===== config.mk =====
export PLATFORM = sky130hd
export DESIGN_NAME = spi_cmd_sequencer
export DESIGN_NICKNAME = d
export VERILOG_FILES = /design/src/rtl/spi_seq_pkg.sv /design/src/rtl/spi_byte_shifter.sv /design/src/rtl/seq_frame_ctrl.sv /design/src/rtl/spi_cmd_sequencer.sv
export SDC_FILE = /design/constraint.sdc
export NUM_CORES = 1
export LEC_CHECK = 0
export BUFFER_PORTS_ARGS = -buffer_cell sky130_fd_sc_hd__buf_2
export CAP_MARGIN = 20
export CORE_UTILIZATION = 55
export CTS_BUF_LIST = sky130_fd_sc_hd__clkbuf_4 sky130_fd_sc_hd__clkbuf_8 sky130_fd_sc_hd__clkbuf_16
export CTS_CLUSTER_SIZE = 14
export DETAILED_ROUTE_END_ITERATION = 10
export PLACE_DENSITY = 0.75
export SETUP_SLACK_MARGIN = 0.3
export SLEW_MARGIN = 20
export SYNTH_ARGS = -nofsm -noshare
export SYNTH_HDL_FRONTEND = slang
export SYNTH_HIERARCHICAL = 1
export SYNTH_SLANG_ARGS = --single-unit

===== constraint.sdc =====
create_clock -name clk -period 4.4 [get_ports clk]
set_input_delay 0.66 -clock clk [delete_from_list [all_inputs] [get_ports clk]]
set_output_delay 0.66 -clock clk [all_outputs]
set_load 0.02 [all_outputs]

===== src/rtl/spi_seq_pkg.sv =====
// Shared constants for the SPI command sequencer.
// Assumes: opcode values are fixed by the attached converter.
package spi_seq_pkg;

    typedef enum logic [1:0] {
        OP_WRITE = 2'd0,
        OP_READ  = 2'd1,
        OP_CTRL  = 2'd2,
        OP_CTRL2 = 2'd3
    } req_op_e;

    localparam logic [7:0] OPC_REG_RD     = 8'h20;
    localparam logic [7:0] OPC_REG_WR     = 8'h40;
    localparam logic [7:0] CODE_STREAM_ON = 8'h10;
    localparam logic [7:0] CODE_STREAM_OFF = 8'h11;
    localparam logic [7:0] COUNT_ONE_REG  = 8'h00;
    localparam logic [7:0] FILL_BYTE      = 8'h00;

    typedef enum logic [2:0] {
        ST_IDLE,
        ST_LOAD,
        ST_WAIT,
        ST_HOLD,
        ST_END,
        ST_REFUSE
    } seq_state_e;

endpackage


===== src/rtl/spi_byte_shifter.sv =====
// Mode-1 SPI byte shifter (CPOL=0, CPHA=1), MSB first.
// Does: on start, runs eight SCLK periods; drives MOSI on each rising
// edge and samples MISO on each falling edge; pulses byte_done after
// the eighth falling edge, with rx_byte then complete.
// Assumes: start is only raised while busy is low; HALF_DIV >= 1.
module spi_byte_shifter #(
    parameter int HALF_DIV = 2
) (
    input  logic       clk,
    input  logic       rst_n,
    input  logic       start,
    input  logic [7:0] tx_byte,
    output logic       busy,
    output logic       byte_done,
    output logic [7:0] rx_byte,
    output logic       sclk,
    output logic       mosi,
    input  logic       miso
);
    localparam int DIV_W = (HALF_DIV > 1) ? $clog2(HALF_DIV) : 1;
    localparam logic [DIV_W-1:0] DIV_LAST = DIV_W'(HALF_DIV - 1);

    logic [DIV_W-1:0] div_cnt;
    logic [2:0]       bit_idx;
    logic [7:0]       tx_sh;
    logic [7:0]       rx_sh;

    // Half-period timer, SCLK phase, data shift and completion flag.
    always_ff @(posedge clk) begin
        if (!rst_n) begin
            busy      <= 1'b0;
            byte_done <= 1'b0;
            div_cnt   <= '0;
            bit_idx   <= '0;
            tx_sh     <= '0;
            rx_sh     <= '0;
            sclk      <= 1'b0;
            mosi      <= 1'b0;
        end else begin
            byte_done <= 1'b0;
            if (!busy) begin
                if (start) begin
                    busy    <= 1'b1;
                    tx_sh   <= tx_byte;
                    div_cnt <= DIV_LAST;
                    bit_idx <= '0;
                end
            end else if (div_cnt != '0) begin
                div_cnt <= div_cnt - 1'b1;
            end else begin
                div_cnt <= DIV_LAST;
                if (!sclk) begin
                    sclk  <= 1'b1;
                    mosi  <= tx_sh[7];
                    tx_sh <= {tx_sh[6:0], 1'b0};
                end else begin
                    sclk    <= 1'b0;
                    rx_sh   <= {rx_sh[6:0], miso};
                    bit_idx <= bit_idx + 1'b1;
                    if (bit_idx == 3'd7) begin
                        busy      <= 1'b0;
                        byte_done <= 1'b1;
                    end
                end
            end
        end
    end

    assign rx_byte = rx_sh;

    AST_MOSI_STABLE_HIGH: assert property (@(posedge clk) disable iff (!rst_n)
        (sclk && $past(sclk)) |-> $stable(mosi));

    AST_DONE_ENDS_BUSY: assert property (@(posedge clk) disable iff (!rst_n)
        byte_done |-> (!busy && !sclk));

endmodule


===== src/rtl/seq_frame_ctrl.sv =====
// Transaction controller for the SPI command sequencer.
// Does: accepts one request when idle, builds its byte frame, feeds the
// shifter one byte at a time with chip select low, holds chip select
// after a read, releases it with a done pulse, and tracks streaming mode.
// Assumes: shifter accepts start only while idle and pulses byte_done.
module seq_frame_ctrl
    import spi_seq_pkg::*;
#(
    parameter int HOLD_CYC = 500
) (
    input  logic       clk,
    input  logic       rst_n,
    input  logic       req_valid,
    output logic       req_ready,
    input  logic [1:0] req_op,
    input  logic [4:0] req_addr,
    input  logic [7:0] req_wdata,
    output logic       done,
    output logic       err,
    output logic [7:0] rd_data,
    output logic       stream_mode,
    output logic       csn,
    output logic       sh_start,
    output logic [7:0] sh_tx,
    input  logic       sh_done,
    input  logic [7:0] sh_rx
);
    localparam int HOLD_W = $clog2(HOLD_CYC + 1);
    localparam logic [HOLD_W-1:0] HOLD_LAST = HOLD_W'(HOLD_CYC - 1);

    seq_state_e        state;
    logic [2:0][7:0]   frame;
    logic [1:0]        idx;
    logic [1:0]        last_idx;
    logic              is_read;
    logic              is_ctrl;
    logic [HOLD_W-1:0] hold_cnt;
    logic              accept;
    logic              reg_op;

    assign req_ready = (state == ST_IDLE);
    assign accept    = req_valid && req_ready;
    assign reg_op    = (req_op == OP_WRITE) || (req_op == OP_READ);
    assign sh_start  = (state == ST_LOAD);
    assign sh_tx     = frame[idx];

    // Sequencing of request intake, byte issue, hold and release.
    always_ff @(posedge clk) begin
        if (!rst_n) begin
            state       <= ST_IDLE;
            frame       <= '0;
            idx         <= '0;
            last_idx    <= '0;
            is_read     <= 1'b0;
            is_ctrl     <= 1'b0;
            hold_cnt    <= '0;
            csn         <= 1'b1;
            done        <= 1'b0;
            err         <= 1'b0;
            rd_data     <= '0;
            stream_mode <= 1'b0;
        end else begin
            done <= 1'b0;
            unique case (state)
                ST_IDLE: begin
                    if (accept) begin
                        is_read <= (req_op == OP_READ);
                        is_ctrl <= !reg_op;
                        idx     <= '0;
                        if (reg_op && stream_mode) begin
                            state <= ST_REFUSE;
                        end else if (!reg_op) begin
                            frame    <= {FILL_BYTE, FILL_BYTE, req_wdata};
                            last_idx <= 2'd0;
                            csn      <= 1'b0;
                            state    <= ST_LOAD;
                        end else begin
                            frame[0] <= ((req_op == OP_READ) ? OPC_REG_RD : OPC_REG_WR)
                                        | {3'b000, req_addr};
                            frame[1] <= COUNT_ONE_REG;
                            frame[2] <= (req_op == OP_READ) ? FILL_BYTE : req_wdata;
                            last_idx <= 2'd2;
                            csn      <= 1'b0;
                            state    <= ST_LOAD;
                        end
                    end
                end
                ST_LOAD: begin
                    state <= ST_WAIT;
                end
                ST_WAIT: begin
                    if (sh_done) begin
                        if (idx != last_idx) begin
                            idx   <= idx + 1'b1;
                            state <= ST_LOAD;
                        end else if (is_read) begin
                            rd_data  <= sh_rx;
                            hold_cnt <= HOLD_LAST;
                            state    <= ST_HOLD;
                        end else begin
                            state <= ST_END;
                        end
                    end
                end
                ST_HOLD: begin
                    if (hold_cnt == '0) state <= ST_END;
                    else hold_cnt <= hold_cnt - 1'b1;
                end
                ST_END: begin
                    csn   <= 1'b1;
                    done  <= 1'b1;
                    err   <= 1'b0;
                    state <= ST_IDLE;
                    if (is_ctrl && frame[0] == CODE_STREAM_ON)  stream_mode <= 1'b1;
                    if (is_ctrl && frame[0] == CODE_STREAM_OFF) stream_mode <= 1'b0;
                end
                ST_REFUSE: begin
                    done  <= 1'b1;
                    err   <= 1'b1;
                    state <= ST_IDLE;
                end
                default: state <= ST_IDLE;
            endcase
        end
    end

    AST_DONE_ONE_CYCLE: assert property (@(posedge clk) disable iff (!rst_n)
        done |=> !done);

    AST_BUSY_NOT_READY: assert property (@(posedge clk) disable iff (!rst_n)
        !csn |-> !req_ready);

    AST_REFUSE_NO_SELECT: assert property (@(posedge clk) disable iff (!rst_n)
        (done && err) |-> (csn && $past(csn)));

    AST_REFUSE_ONLY_STREAMING: assert property (@(posedge clk) disable iff (!rst_n)
        (done && err) |-> stream_mode);

    AST_NO_START_DESELECTED: assert property (@(posedge clk) disable iff (!rst_n)
        sh_start |-> !csn);

endmodule


===== src/rtl/spi_cmd_sequencer.sv =====
// Top of the SPI register access command sequencer.
// Does: joins the frame controller to the mode-1 byte shifter.
// Assumes: one external converter on the link; single-register access.
module spi_cmd_sequencer #(
    parameter int HALF_DIV = 2,
    parameter int HOLD_CYC = 500
) (
    input  logic       clk,
    input  logic       rst_n,
    input  logic       req_valid,
    output logic       req_ready,
    input  logic [1:0] req_op,
    input  logic [4:0] req_addr,
    input  logic [7:0] req_wdata,
    output logic       done,
    output logic       err,
    output logic [7:0] rd_data,
    output logic       stream_mode,
    output logic       spi_sclk,
    output logic       spi_csn,
    output logic       spi_mosi,
    input  logic       spi_miso
);
    logic       sh_start;
    logic [7:0] sh_tx;
    logic       sh_busy;
    logic       sh_done;
    logic [7:0] sh_rx;

    seq_frame_ctrl #(.HOLD_CYC(HOLD_CYC)) u_ctrl (
        .clk         (clk),
        .rst_n       (rst_n),
        .req_valid   (req_valid),
        .req_ready   (req_ready),
        .req_op      (req_op),
        .req_addr    (req_addr),
        .req_wdata   (req_wdata),
        .done        (done),
        .err         (err),
        .rd_data     (rd_data),
        .stream_mode (stream_mode),
        .csn         (spi_csn),
        .sh_start    (sh_start),
        .sh_tx       (sh_tx),
        .sh_done     (sh_done),
        .sh_rx       (sh_rx)
    );

    spi_byte_shifter #(.HALF_DIV(HALF_DIV)) u_shift (
        .clk       (clk),
        .rst_n     (rst_n),
        .start     (sh_start),
        .tx_byte   (sh_tx),
        .busy      (sh_busy),
        .byte_done (sh_done),
        .rx_byte   (sh_rx),
        .sclk      (spi_sclk),
        .mosi      (spi_mosi),
        .miso      (spi_miso)
    );

    AST_SCLK_QUIET_DESELECTED: assert property (@(posedge clk) disable iff (!rst_n)
        spi_csn |-> (!spi_sclk && !sh_busy));

    AST_DONE_AT_RELEASE: assert property (@(posedge clk) disable iff (!rst_n)
        (done && !err) |-> (spi_csn && !$past(spi_csn)));

endmodule


# [After elaboration in Yosys (flattened, before gate mapping)]
# Index checks and enable logic that the tools add are counted.
[totals] reg_bits=78 latch_bits=0 ram_bits=0 romBits=0 output_inout_bits=15 elab_cells=132 mem_count=0
[classes] add_sub_neg=4 n_mul=0 div=0 magnitude_cmp=1 eq_ne=21 shift=0 muxes=47 bitwise_logic=7 n_reduce_logical=30
[op_table] operator="two-way mux 8 bit" n=6
[op_table] operator="two-way mux 9 bit" n=4
[op_table] operator="two-way mux 3 bit" n=10
[op_table] operator="two-way mux 24 bit" n=1
[op_table] operator="AND reduction 3 bit" n=7
[op_table] operator="case mux 9 bit (2 select lines)" n=1
[op_table] operator="binary-select mux 8 bit (select 2 bit)" n=1
[op_table] operator="equality test 8 x 5 -> 1 bit, second input constant" n=2
[op_table] operator="two-way mux 1 bit" n=15
[op_table] operator="!= test 2 bit, second input constant" n=7
[op_table] operator="case mux 3 bit (4 select lines)" n=1
[op_table] operator="nonzero test 2 bit" n=6
[op_table] operator="equality test 3 bit, second input constant" n=3
[op_table] operator="logical NOT 9 bit" n=1
[op_table] operator="subtractor 9 x 1 -> 9 bit, second input constant" n=1
[op_table] operator="two-way mux 2 bit" n=4
[op_table] operator="!= test 2 x 1 -> 1 bit, second input constant" n=4
[op_table] operator="bitwise OR 8 x 5 -> 8 bit" n=1
[op_table] operator="AND reduction 4 bit" n=2
[op_table] operator="two-way mux 7 bit" n=1
[op_table] operator="equality test 3 x 2 -> 1 bit, second input constant" n=2
[op_table] operator="inverter 1 bit" n=6
[op_table] operator="AND reduction 2 bit" n=3
[op_table] operator="AND reduction 5 bit" n=1
[op_table] operator="16 further kinds" n=20

# [Depth between registers and ports, before layout]
[logic_depth] depth_word=6 depth_mapped=8 depth_no_buf=6

# [Cells and area by module]
# Netlist, hierarchy kept.
[modules_own_cells] module="seq_frame_ctrl" n_inst=1 cells_per_inst=247 area_each_um2=2134.5 seq_area_each_um2=900.9
[modules_own_cells] module="spi_byte_shifter" n_inst=1 cells_per_inst=107 area_each_um2=1008.5 seq_area_each_um2=480.5

# [Least setup slack after synthesis]
# OpenSTA, ideal clock, no wires.
[synth_path] kind="input port to flip-flop" from="input req_valid" to="register u_ctrl/frame[6] (netlist bit)" arrival_time_ps=1755 slack_ps=2525 cell_stages=4 n_path_buf=0 path_cell_list="nor4b_1 o21ai_2 a211oi_1 nor3_1"
[synth_via] elab_chain_len=2
[synth_rtl] element="start, declared" line="spi_cmd_sequencer.sv:10" text="input logic req_valid,"
[synth_rtl] element="logical AND 1 bit" line="seq_frame_ctrl.sv:42" text="assign accept = req_valid && req_ready;"
[synth_rtl] element="AND reduction 3 bit (no source line)"
[synth_rtl] element="end signal, assigned" line="seq_frame_ctrl.sv:73" text="frame <= {FILL_BYTE, FILL_BYTE, req_wdata};"
[synth_rtl] element="end, declared" line="seq_frame_ctrl.sv:32" text="logic [2:0][7:0] frame;"
# Every way passes these cells.
# A chain may end at the register's enable or synchronous reset.

# [Worst setup path after layout]
[layout_path] from="register u_ctrl.state[0]" to="register u_shift.tx_sh[0]"
[layout_via] elab_chain_len=3
[layout_rtl] element="start, declared" line="seq_frame_ctrl.sv:31" text="seq_state_e state;"
[layout_rtl] element="start signal, assigned" line="seq_frame_ctrl.sv:50" text="state <= ST_IDLE;"
[layout_rtl] element="start signal, assigned" line="seq_frame_ctrl.sv:71" text="state <= ST_REFUSE;"
[layout_rtl] element="start signal, assigned" line="seq_frame_ctrl.sv:76" text="state <= ST_LOAD;"
[layout_rtl] element="equality test 3 x 1 -> 1 bit" line="seq_frame_ctrl.sv:44" text="assign sh_start = (state == ST_LOAD);"
[layout_rtl] element="via sh_start" line="spi_cmd_sequencer.sv:24" text="logic sh_start;"
[layout_rtl] element="nonzero test 2 bit (no source line)"
[layout_rtl] element="AND reduction 3 bit (no source line)"
[layout_rtl] element="end signal, assigned" line="spi_byte_shifter.sv:44" text="tx_sh <= tx_byte;"
[layout_rtl] element="end signal, assigned" line="spi_byte_shifter.sv:55" text="tx_sh <= {tx_sh[6:0], 1'b0};"
[layout_rtl] element="end, declared" line="spi_byte_shifter.sv:25" text="logic [7:0] tx_sh;"
# The timed path passes the listed nets, and every way through them passes these cells.

==> impl_metrics.py <==
metrics = {
    "critical_path": {
        "cp_common_cell": "nor2b_1",
        "cp.arrival_ps": 2650,
        "required_ps": 4630,
        "slowest_delay_ps": 640,
        "crit_path_start_kind": "flop",
        "r2r-start": "u_ctrl/state[0]$_SDFFE_PN0P_",
        "cp.depth": 5,
        "critPathSlowestCell": "dfxtp_1",
        "rrSetupSlack_ps": 1990,
        "critical_path.top_delay_family": "simple AND/OR/NAND/NOR gates",
        "crit_buf_inv": 0,
        "worstSetupPathType": "flop to flop",
        "worstSetupEndpointType": "flop",
        "worstPathCellList": "nor2b_1 -> nor2b_1 -> nor2b_1 -> or2_1 -> o21ai_2",
        "rr_worst_depth": 5,
        "rr_endpoint": "u_shift/tx_sh[0]$_SDFFE_PN0P_",
        "cp_max_fo": 16,
    },
    "yosys": {
        "synth_edf_count": 0,
        "synth.distinct_cells": 52,
        "synth_nets": 376,
        "syn_avg_cell_area_sq_um": 8.88,
        "synth-seq-cells": 69,
        "yosysSeqAreaShare": 0.439,
        "syn_area_sq_um": 3140,
        "yosysWarnings": 6,
        "synth_flop_cell": "dfxtp_1",
        "ys_async_sr_fraction": 0,
        "synthCells": 354,
    },
    "detailed_routing": {
        "drc": 0,
        "dr.pass1.iters": 4,
        "wirelength_um": 6510,
        "vias": 2597,
        "vias_per_cell": 5.71,
        "post_drt_wl_per_cell_um": 14.3,
        "detail-route-antenna-nets": 0,
        "drt_iter0_drc": 91,
    },
    "sta": {
        "worstMarginPinSlew_ps": 816,
        "setup-violations-final": 0,
        "setup_tns_ps": 0,
        "drv_slew": 0,
        "rsz0062_at_grt": "no",
        "fin_crit_ps": 2410,
        "skew_ps": 7.61,
        "finalCritPeriodShare": 0.549,
        "slew_headroom": 0.449,
        "fmax_mhz": 414,
        "finalHoldViolCount": 0,
    },
    "finish": {
        "drive_gt1_frac": 0.167,
        "diodes": 0,
        "layout_common_cells": "dfxtp_1 (69), nand2_1 (40), nor2_1 (36)",
        "fin_cells": 455,
        "syn2layout_area_growth_pct": 12.8,
        "final_nets": 400,
        "layout_commonest_cell": "dfxtp_1",
    },
    "global_route": {
        "first_global_vias": 2388,
        "grt_antenna_before_repair": 0,
        "grt_pass1_wl_um": 11000,
        "grt_max_degree": 28,
        "grt_usage": 0.232,
        "grt_overflow": 0,
    },
    "die": {
        "die_w_um": 77.6,
        "core_area_sq_um": 5510,
        "dieArea_sq_um": 6020,
        "row_count": 27,
        "ios": 34,
        "die_y_um": 77.6,
        "start_util": 0.571,
    },
    "place": {
        "place.gp.congestion": 0.825,
        "placedCellCount": 439,
        "numPortBuffers": 33,
        "dp_hpwl_um": 4150,
    },
    "clock_tree": {
        "post_cts.repair.setup_buffers": 0,
        "root_buffer": "clkbuf_8",
        "h-tree-depth": 3,
        "cts_max_path_buffers": 2,
        "numCtsBuffers": 9,
        "clkTransAtPathRegs_ps": 70,
        "cts-hold-fix-buffers": 0,
        "cts_tree": "built",
        "post_cts_resized": 0,
        "clkLatencyLatePin_ps": 350,
        "cts.sinks": 69,
    },
    "flow_run": {
        "drv_cap": 0,
    },
    "power_and_ir_drop": {
        "pwr-share-clk": 0.402,
        "internal_power_w": 0.00114,
        "seqPwrFrac": 0.460,
        "combPwrFrac": 0.137,
        "power.density_nw_per_um2": 440,
        "vdd_drop_max_uv": 243,
        "p_switching_w": 0.000422,
        "p_leak_nw": 1.46,
        "switching_share": 0.270,
    },
    "hold_path": {
        "min-delay-start": "u_ctrl/frame[23]$_SDFFE_PN0P_",
        "hp-class": "flop to flop",
        "holdPathStages": 2,
        "min_to": "u_ctrl/frame[23]$_SDFFE_PN0P_",
    },
    "status": {
        "outcome": "finished clean",
    },
}
-- routing by layer --
metal | vias to the layer above | part of all wire | global-route usage
li1 | 1311 | - | -
met5 | - | 0 | 0
met4 | 0 | 0.017 | 0.119
met3 | 13 | 0.035 | 0.0400
met1 | 1228 | 0.47 | 0.293
met2 | 45 | 0.48 | 0.380
-- cells by family (layout without fill, tap and decap cells) --
| group | count (synthesis) | count (layout) | share of synthesized area |
|---|---|---|---|
| flops | 69 | 69 | 0.439 |
| compound gates | 85 | 85 | 0.178 |
| simple gates | 134 | 134 | 0.216 |
| xor+xnor | 2 | 2 | 0.00557 |
| mux | 34 | 34 | 0.109 |
| fa+ha+maj | 3 | 3 | 0.0119 |
| buf+inv | 27 | 56 | 0.0398 |
-- Yosys cell counts (2+ instances only) --
cell type,count,area share
a21oi_1,32,0.051
o21ai_2,2,0.0056
buf_2,7,0.011
a211oi_1,9,0.021
and3b_1,2,0.0056
inv_1,5,0.0060
ha_1,3,0.012
and2_1,2,0.0040
nand3_1,14,0.022
o31ai_1,8,0.019
nor2_1,36,0.043
o211a_1,4,0.013
o21ai_0,10,0.016
buf_6,2,0.0072
o31a_1,2,0.0056
nand2_1,40,0.048
nand3b_1,3,0.0072
mux2i_1,33,0.11
a21oi_2,7,0.020
nand2b_1,4,0.0080
nor4b_1,2,0.0056
a31oi_1,2,0.0040
nor3_1,5,0.0080
nand4_1,3,0.0060
dfxtp_1,69,0.44
clkbuf_1,11,0.013
nor2b_1,9,0.018
nor4_1,4,0.0080
-- cell type report --
type / count / area (sq um)
Clock buffer: 10 / 131
Clock inverter: 6 / 111
Fill cell: 485 / 1960
Inverter: 6 / 22.5
Multi-Input combinational cell: 258 / 1640
Sequential cell: 69 / 1380
Tap cell: 72 / 90.1
Timing Repair Buffer: 34 / 173
-- through the flow --
| stage | hold slack [ps] | power, W | utilization | area, sq um | setup slack, ps |
|---|---|---|---|---|---|
| global route | 469 | 0.00162 | 0.644 | 3550 | 1780 |
| finish | 459 | 0.00156 | 0.644 | 3550 | 1990 |
| CTS | 458 | 0.00157 | 0.644 | 3550 | 2020 |
| global placement | 440 | 0.000940 | 0.600 | 3300 | 2050 |
| detailed placement | 449 | 0.000945 | 0.600 | 3300 | 2040 |
| floorplan | 432 | 0.000898 | - | 3140 | 2520 |
-- how the worst max path moves through the flow --
stage | start | to | slack (ps)
after floorplan | req_valid | u_ctrl/frame[6]$_SDFFE_PN0P_ | 2520
after global placement | u_ctrl/state[0]$_SDFFE_PN0P_ | u_shift/tx_sh[0]$_SDFFE_PN0P_ | 2050
after detailed placement | req_valid | u_ctrl/frame[4]$_SDFFE_PN0P_ | 2040
after CTS | u_ctrl/state[0]$_SDFFE_PN0P_ | u_shift/tx_sh[4]$_SDFFE_PN0P_ | 2020
after global routing | u_ctrl/state[0]$_SDFFE_PN0P_ | u_shift/tx_sh[7]$_SDFFE_PN0P_ | 1780
final | u_ctrl/state[0]$_SDFFE_PN0P_ | u_shift/tx_sh[0]$_SDFFE_PN0P_ | 1990
-- tightest hold or removal path, cell delays in order, from the launching register on --
cell,delay (ps)
dfxtp_1,310
nand2_1,60
a21oi_1,50
-- flip-flops by register name, indices dropped and copies added (netlist names), 2 cells and up --
| register | cells |
|---|---|
| u_ctrl/frame | 16 |
| u_ctrl/hold_cnt | 9 |
| u_ctrl/rd_data | 8 |
| u_shift/rx_byte | 8 |
| u_shift/tx_sh | 8 |
| u_ctrl/state | 3 |
| u_shift/bit_idx | 3 |
| u_ctrl/idx | 2 |
-- power groups by stage --
stage | sequential, W | clock [W] | combinational, W
after floorplan | 0.000714 | 0 | 0.000184
after global placement | 0.000731 | 0 | 0.000210
after detailed placement | 0.000732 | 0 | 0.000213
after CTS | 0.000718 | 0.000637 | 0.000215
after global routing | 0.000725 | 0.000658 | 0.000242
final | 0.000719 | 0.000628 | 0.000215
Power figures use the tool's default switching activity.
